[config.mk]
export PLATFORM = sky130hd
export DESIGN_NAME = sdram_row_map
export DESIGN_NICKNAME = d
export VERILOG_FILES = /design/src/rtl/rowmap_pkg.sv /design/src/rtl/rowmap_ctrl.sv /design/src/rtl/rowmap_datapath.sv /design/src/rtl/sdram_row_map.sv
export SDC_FILE = /design/constraint.sdc
export NUM_CORES = 1
export LEC_CHECK = 0
export ABC_CLOCK_PERIOD_IN_PS = 4750
export BUFFER_PORTS_ARGS = -buffer_cell sky130_fd_sc_hd__buf_2
export CAP_MARGIN = 0
export CORE_AREA = 2 2 71 73
export CTS_BUF_LIST = sky130_fd_sc_hd__clkbuf_4 sky130_fd_sc_hd__clkbuf_8
export DETAILED_ROUTE_END_ITERATION = 8
export DIE_AREA = 0 0 73 75
export MAX_ROUTING_LAYER = met4
export PLACE_DENSITY = 0.91
export SLEW_MARGIN = 25
export SYNTH_ARGS = -nofsm -noshare
export SYNTH_HDL_FRONTEND = slang
export SYNTH_HIERARCHICAL = 1
export SYNTH_SLANG_ARGS = --single-unit
[constraint.sdc]
create_clock -name clk -period 4.75 [get_ports clk]
set_input_delay 0.95 -clock clk [delete_from_list [all_inputs] [get_ports clk]]
set_output_delay 0.95 -clock clk [all_outputs]
set_load 0.01 [all_outputs]
[src/rtl/rowmap_pkg.sv]
package rowmap_pkg;
  parameter int ROWS    = 4;
  parameter int LIMIT_W = 8;
  parameter int ADDR_W  = 32;
  parameter int IDX_W   = $clog2(ROWS);

  // Strobes passed from control to datapath
  typedef struct packed {
    logic             capture;  // register a lookup result
    logic             load;     // write a limit register
    logic [IDX_W-1:0] loadSel;  // which limit to write
  } rowCtrl_t;
endpackage

[src/rtl/rowmap_ctrl.sv]
module rowmap_ctrl
  import rowmap_pkg::*;
#(
  parameter int NUM_ROWS = ROWS
) (
  input  logic             clk,
  input  logic             rstN,
  input  logic             cfgWrEn,
  input  logic [IDX_W-1:0] cfgAddr,
  input  logic             reqValid,
  output rowCtrl_t         ctrl,
  output logic             outValid
);
  logic addrInRange;

  generate
    if ((1 << IDX_W) == NUM_ROWS) begin : g_pow2
      assign addrInRange = 1'b1;
    end else begin : g_npow2
      assign addrInRange = (int'(cfgAddr) < NUM_ROWS);
    end
  endgenerate

  always_comb begin
    ctrl.capture = reqValid;
    ctrl.load    = cfgWrEn && addrInRange;
    ctrl.loadSel = cfgAddr;
  end

  always_ff @(posedge clk or negedge rstN) begin
    if (!rstN) outValid <= 1'b0;
    else       outValid <= reqValid;
  end

  // a valid result only ever follows a sampled request
  p_valid_follows_req_r6: assert property (@(posedge clk) disable iff (!rstN)
    $rose(outValid) |-> $past(reqValid));
endmodule

[src/rtl/rowmap_datapath.sv]
module rowmap_datapath
  import rowmap_pkg::*;
#(
  parameter int NUM_ROWS = ROWS,
  parameter int LIM_W    = LIMIT_W,
  parameter int A_W      = ADDR_W
) (
  input  logic                clk,
  input  logic                rstN,
  input  rowCtrl_t            ctrl,
  input  logic [LIM_W-1:0]    cfgData,
  input  logic [A_W-1:0]      reqAddr,
  input  logic                outValid,
  output logic [NUM_ROWS-1:0] rowHit,
  output logic [IDX_W-1:0]    rowIdx,
  output logic                rowMiss,
  output logic [NUM_ROWS-1:0] rowEmpty,
  output logic                cfgError
);
  localparam int HI_LSB = A_W - LIM_W;

  logic [LIM_W-1:0]    limitQ  [NUM_ROWS];
  logic [LIM_W-1:0]    baseVal [NUM_ROWS];
  logic [NUM_ROWS-1:0] matchVec;
  logic [NUM_ROWS-1:0] dropVec;
  logic [NUM_ROWS-1:0] pickHot;
  logic [IDX_W-1:0]    pickIdx;
  logic [LIM_W-1:0]    addrHi;

  assign addrHi = reqAddr[A_W-1:HI_LSB];

  generate
    for (genvar i = 0; i < NUM_ROWS; i++) begin : g_row
      always_ff @(posedge clk or negedge rstN) begin
        if (!rstN) limitQ[i] <= '0;
        else if (ctrl.load && int'(ctrl.loadSel) == i) limitQ[i] <= cfgData;
      end

      if (i == 0) begin : g_first
        assign baseVal[i] = '0;
        assign dropVec[i] = 1'b0;
      end else begin : g_next
        assign baseVal[i] = limitQ[i-1];
        assign dropVec[i] = (limitQ[i] < limitQ[i-1]);
      end

      assign rowEmpty[i] = (limitQ[i] == baseVal[i]);
      assign matchVec[i] = (addrHi >= baseVal[i]) && (addrHi < limitQ[i]);
    end
  endgenerate

  assign cfgError = |dropVec;

  // lowest-numbered match wins
  always_comb begin
    pickHot = '0;
    pickIdx = '0;
    for (int i = NUM_ROWS - 1; i >= 0; i--) begin
      if (matchVec[i]) begin
        pickHot = '0;
        pickHot[i] = 1'b1;
        pickIdx = IDX_W'(i);
      end
    end
  end

  always_ff @(posedge clk or negedge rstN) begin
    if (!rstN) begin
      rowHit  <= '0;
      rowIdx  <= '0;
      rowMiss <= 1'b0;
    end else if (ctrl.capture) begin
      rowHit  <= pickHot;
      rowIdx  <= pickIdx;
      rowMiss <= ~|matchVec;
    end else begin
      rowHit  <= '0;
      rowIdx  <= '0;
      rowMiss <= 1'b0;
    end
  end

  // never more than one row selected
  p_onehot_hit_r3: assert property (@(posedge clk) disable iff (!rstN)
    $onehot0(rowHit));
  // index names the selected row
  p_idx_agrees_r3: assert property (@(posedge clk) disable iff (!rstN)
    (outValid && !rowMiss) |-> rowHit[rowIdx]);
  // a valid result is either exactly one hit or a miss
  p_hit_xor_miss_r5: assert property (@(posedge clk) disable iff (!rstN)
    outValid |-> (rowMiss == (rowHit == '0)));
  // an empty row is never chosen
  p_no_empty_pick_r4: assert property (@(posedge clk) disable iff (!rstN)
    outValid |-> ((rowHit & $past(rowEmpty)) == '0));
  // idle cycles show nothing
  p_idle_quiet_r6: assert property (@(posedge clk) disable iff (!rstN)
    !outValid |-> (rowHit == '0 && !rowMiss && rowIdx == '0));
endmodule

[src/rtl/sdram_row_map.sv]
module sdram_row_map
  import rowmap_pkg::*;
(
  input  logic               clk,
  input  logic               rstN,
  input  logic               cfgWrEn,
  input  logic [IDX_W-1:0]   cfgAddr,
  input  logic [LIMIT_W-1:0] cfgData,
  input  logic               reqValid,
  input  logic [ADDR_W-1:0]  reqAddr,
  output logic               outValid,
  output logic [ROWS-1:0]    rowHit,
  output logic [IDX_W-1:0]   rowIdx,
  output logic               rowMiss,
  output logic [ROWS-1:0]    rowEmpty,
  output logic               cfgError
);
  rowCtrl_t ctrl;

  rowmap_ctrl #(.NUM_ROWS(ROWS)) u_ctrl (
    .clk      (clk),
    .rstN     (rstN),
    .cfgWrEn  (cfgWrEn),
    .cfgAddr  (cfgAddr),
    .reqValid (reqValid),
    .ctrl     (ctrl),
    .outValid (outValid)
  );

  rowmap_datapath #(.NUM_ROWS(ROWS), .LIM_W(LIMIT_W), .A_W(ADDR_W)) u_dp (
    .clk      (clk),
    .rstN     (rstN),
    .ctrl     (ctrl),
    .cfgData  (cfgData),
    .reqAddr  (reqAddr),
    .outValid (outValid),
    .rowHit   (rowHit),
    .rowIdx   (rowIdx),
    .rowMiss  (rowMiss),
    .rowEmpty (rowEmpty),
    .cfgError (cfgError)
  );
endmodule

==> results by group <==
Status
  – Outcome: finished, final reports clean

Timing
  – Setup TNS: 0 ns
  – Final setup violation count: 0
  – Fin crit period: 2.94 ns
  – Slew HR: about two fifths
  – Crit share post-route: 61.8%
  – Clock Skew: around 0.0019 ns
  – Worst-margin pin slew: 0.894 ns
  – Min Hold Slack: 0.519 ns
  – RSZ-0062 raised after global routing: no
  – Final Worst Setup Slack: around 1.8 ns
  – Pins over their slew limit: 0
  – Hold Fails Final Rpt: 0
  – Fmax: approximately 340 MHz

Place
  – Post-DP HPWL: 4880 um
  – DP Worst Slack: between 2 and 2.5 ns
  – Placed cells: about 360
  – Port bufs: 34
  – GP Congestion: ~0.86
  – Dpl cell area: 3000 um2

Critical path
  – FF-to-FF setup slack: 2.70 ns
  – Req. time, crit path: 3.80 ns
  – R2R cell count: 8
  – RR Startpoint: u_dp/baseVal[7]
  – Setup crit start kind: register
  – Crit path max fanout: 3
  – Crit Path Class: reg -> out
  – Crit path DAT: around 2.0 ns
  – Worst Setup End Kind: output port
  – FF-to-FF End: u_dp/rowHit[3]

Die
  – Die Ht: between 70 and 80 um
  – Placeable Area: between 4000 and 5000 um2
  – Die Span X: roughly 73 um
  – Row count: 25
  – Die ar.: approximately 5500 um2
  – IO Count: slightly below 60
  – Starting density of the core: 59.9%

Layout
  – Post-Layout Cell Count: 370
  – Fill count: 362
  – Layout cells sized above 1: between 20 and 25%
  – Final core occ: about two thirds
  – Ant diodes: 0
  – Fin area: just over 3000 um2
  – Nets: 416
  – Area Growth Syn to Fin: 11.6%

Clock network
  – CTS Sinks: 40
  – Num CTS Buffers: 5
  – Worst-Skew Late Latency: 0.29 ns
  – PostCTS Resize Cnt: 0
  – Setup Buffers After CTS: 0
  – CTS Buffer Depth: 2
  – H-tree depth: 2
  – Post-CTS Hold Buffers: 0
  – Clk pin slew, worst setup/hold paths: ~0.08 ns
  – CTS tree: built
  – Root Buffer: clkbuf_8

Detailed routing
  – Routed WL per cell: approximately 16 um
  – Topmost layer with routed signal wires: met4
  – Drt drc: 0
  – Final ANT Viol Nets: 0
  – Post-Route WL: 6010 um
  – Drt first pass iters: 5
  – Drt via density: about 5.9
  – WL met3: roughly 370 um
  – Post-Route M1 WL: ~2500 um
  – Met2 wire len: roughly 3000 um
  – First DRT Iteration DRCs: roughly 130
  – Vias: roughly 2200

Logic synthesis
  – Synth area leader: dfrtp_1
  – Synthesized Nets: approximately 380
  – Post-Syn Area per Cell: 10.0 um2
  – Syn. warnings: 6
  – Sequential-to-total area share from yosys stat: between 30 and 40%
  – Top cells by area, synth: dfrtp_1 36%, ha_1 25%, mux2_2 10%, inv_1 4.6%, o21ai_0 3.9%
  – Count of state elements after synthesis: 40
  – Mapped Area: 2790 um2
  – Netlist cell types: 29
  – Syn Inst Count: 278
  – Yosys top cell area share: between 30% and 40%

Power and ir drop
  – Worst ir drop on vdd: 201 uV
  – Leakage: 1.64 nW
  – Combinational Power Share: 38.1%
  – Sequential power share: between 30% and 40%
  – PwrDens: between 300 and 400 nW/um2
  – Final Power: roughly 1.2 mW
  – Sw frac: a little over a third
  – Psw: between 0.4 and 0.5 mW
  – Clk pwr share: between 20% and 30%
  – Internal power: 0.755 mW

Hold path
  – HP Class: reg -> reg
  – Worst Hold Endpoint: u_dp/limitQ[0]
  – Hold Crit Depth: 1
  – Hold path start: u_dp/limitQ[0]

Global routing
  – Largest net degree at the start of global routing: approximately 40
  – First-pass GRT wire length: 9890 um
  – Vias in the first global route: around 2200
  – Global route total overflow: 0
  – Gr usage total: between 20% and 30%
  – Antenna violations before repair: 0

Flow run
  – Max Cap Viol: 0
critical path: stages, from the launching register on:
cell and delay (ns):
dfrtp_1 0.39, inv_1 0.08, ha_1 0.29, nor2b_1 0.13, o21ai_0 0.14, nand2b_1 0.07, a21oi_1 0.21, o21ai_0 0.13
nand3_1 0.11, buf_2 0.14
power by group through the flow:
stage | Clock [mW] | Sequential [mW] | Combinational, mW
after floorplan | 0 | 0.438 | 0.314
after global placement | 0 | 0.445 | 0.400
after detailed placement | 0 | 0.449 | 0.437
after CTS | 0.281 | 0.443 | 0.440
after global routing | 0.295 | 0.451 | 0.505
final | 0.276 | 0.444 | 0.444
cells in the final DEF, fill, tap and decap left out, types with 3 or more instances in the layout:
cell type,count
a21oi_1,20
a21o_1,8
nand2_1,13
nor3b_1,3
dfrtp_1,40
nand2b_1,4
mux2_2,25
clkbuf_8,5
nor2b_1,6
nand4_1,8
o21ai_0,22
nor3_1,4
inv_1,34
nor2_1,15
ha_1,55
buf_2,34
flip-flops by register name (all words and copies together), names as in the netlist:
register,flops
u_ctrl/outValid,1
u_dp/limitQ,8
u_dp/rowMiss,1
u_dp/rowHit,4
u_dp/rowIdx,2
u_dp/baseVal,24
cells by family (layout without fill, tap and decap cells):
| family | count (synthesis) | after routing | synth area share (%) |
|---|---|---|---|
| adders and majority gates | 55 | 55 | 24.7 |
| and+or+nand+nor | 61 | 61 | 11.3 |
| muxes | 25 | 25 | 10.1 |
| DFF | 40 | 40 | 35.9 |
| buffers and inverters | 39 | 77 | 5.78 |
| AOI/OAI and AO/OA | 58 | 58 | 12.3 |
area by class of cell:
class                      instances  area (um2)  area share (%)
timing repair buffer              35         178            5.71
sequential                        40        1000            32.1
multi-input combinational        199        1630            52.3
clock inverter                     3        42.5            1.37
inverter                          34         128            4.10
tap                               54        67.6            2.17
clock buffer                       5        68.8            2.21
metal layers:
metal	GRT usage, %	vias up
li1	-	1054
met1	28.1	1045
met2	42.3	81
met3	5.22	16
met4	10.3	0
met5	-	-
worst max-delay path by stage:
stage                           endpoint  slack, ns       startpoint
after floorplan           u_dp/rowHit[3]       2.35      reqAddr[30]
after global placement    u_dp/rowHit[3]       2.10      reqAddr[30]
after detailed placement  u_dp/rowHit[3]       2.06      reqAddr[30]
after CTS                       cfgError       1.84  u_dp/baseVal[1]
after global routing            cfgError       1.63  u_dp/baseVal[1]
final                           cfgError       1.81  u_dp/baseVal[1]
synthesized netlist by cell type:
| cell | instances |
|---|---|
| inv_1 | 34 |
| and2b_2 | 1 |
| nand3b_1 | 2 |
| nand3_1 | 2 |
| nand2b_1 | 4 |
| nor3b_1 | 3 |
| a211o_1 | 1 |
| or4_1 | 1 |
| clkbuf_1 | 1 |
| nor2_1 | 15 |
| a221o_1 | 1 |
| and3_2 | 1 |
| o211a_1 | 1 |
| o21a_1 | 2 |
| dfrtp_1 | 40 |
| ha_1 | 55 |
| o21ai_0 | 22 |
| nor2b_1 | 6 |
| mux2_2 | 25 |
| nor3_1 | 4 |
| a21oi_1 | 20 |
| a311oi_2 | 1 |
| o211ai_1 | 1 |
| buf_4 | 4 |
| nand4_1 | 8 |
| and3_1 | 1 |
| a21o_1 | 8 |
| nand2_1 | 13 |
| o31ai_1 | 1 |
(Power assumes the default switching activity.)
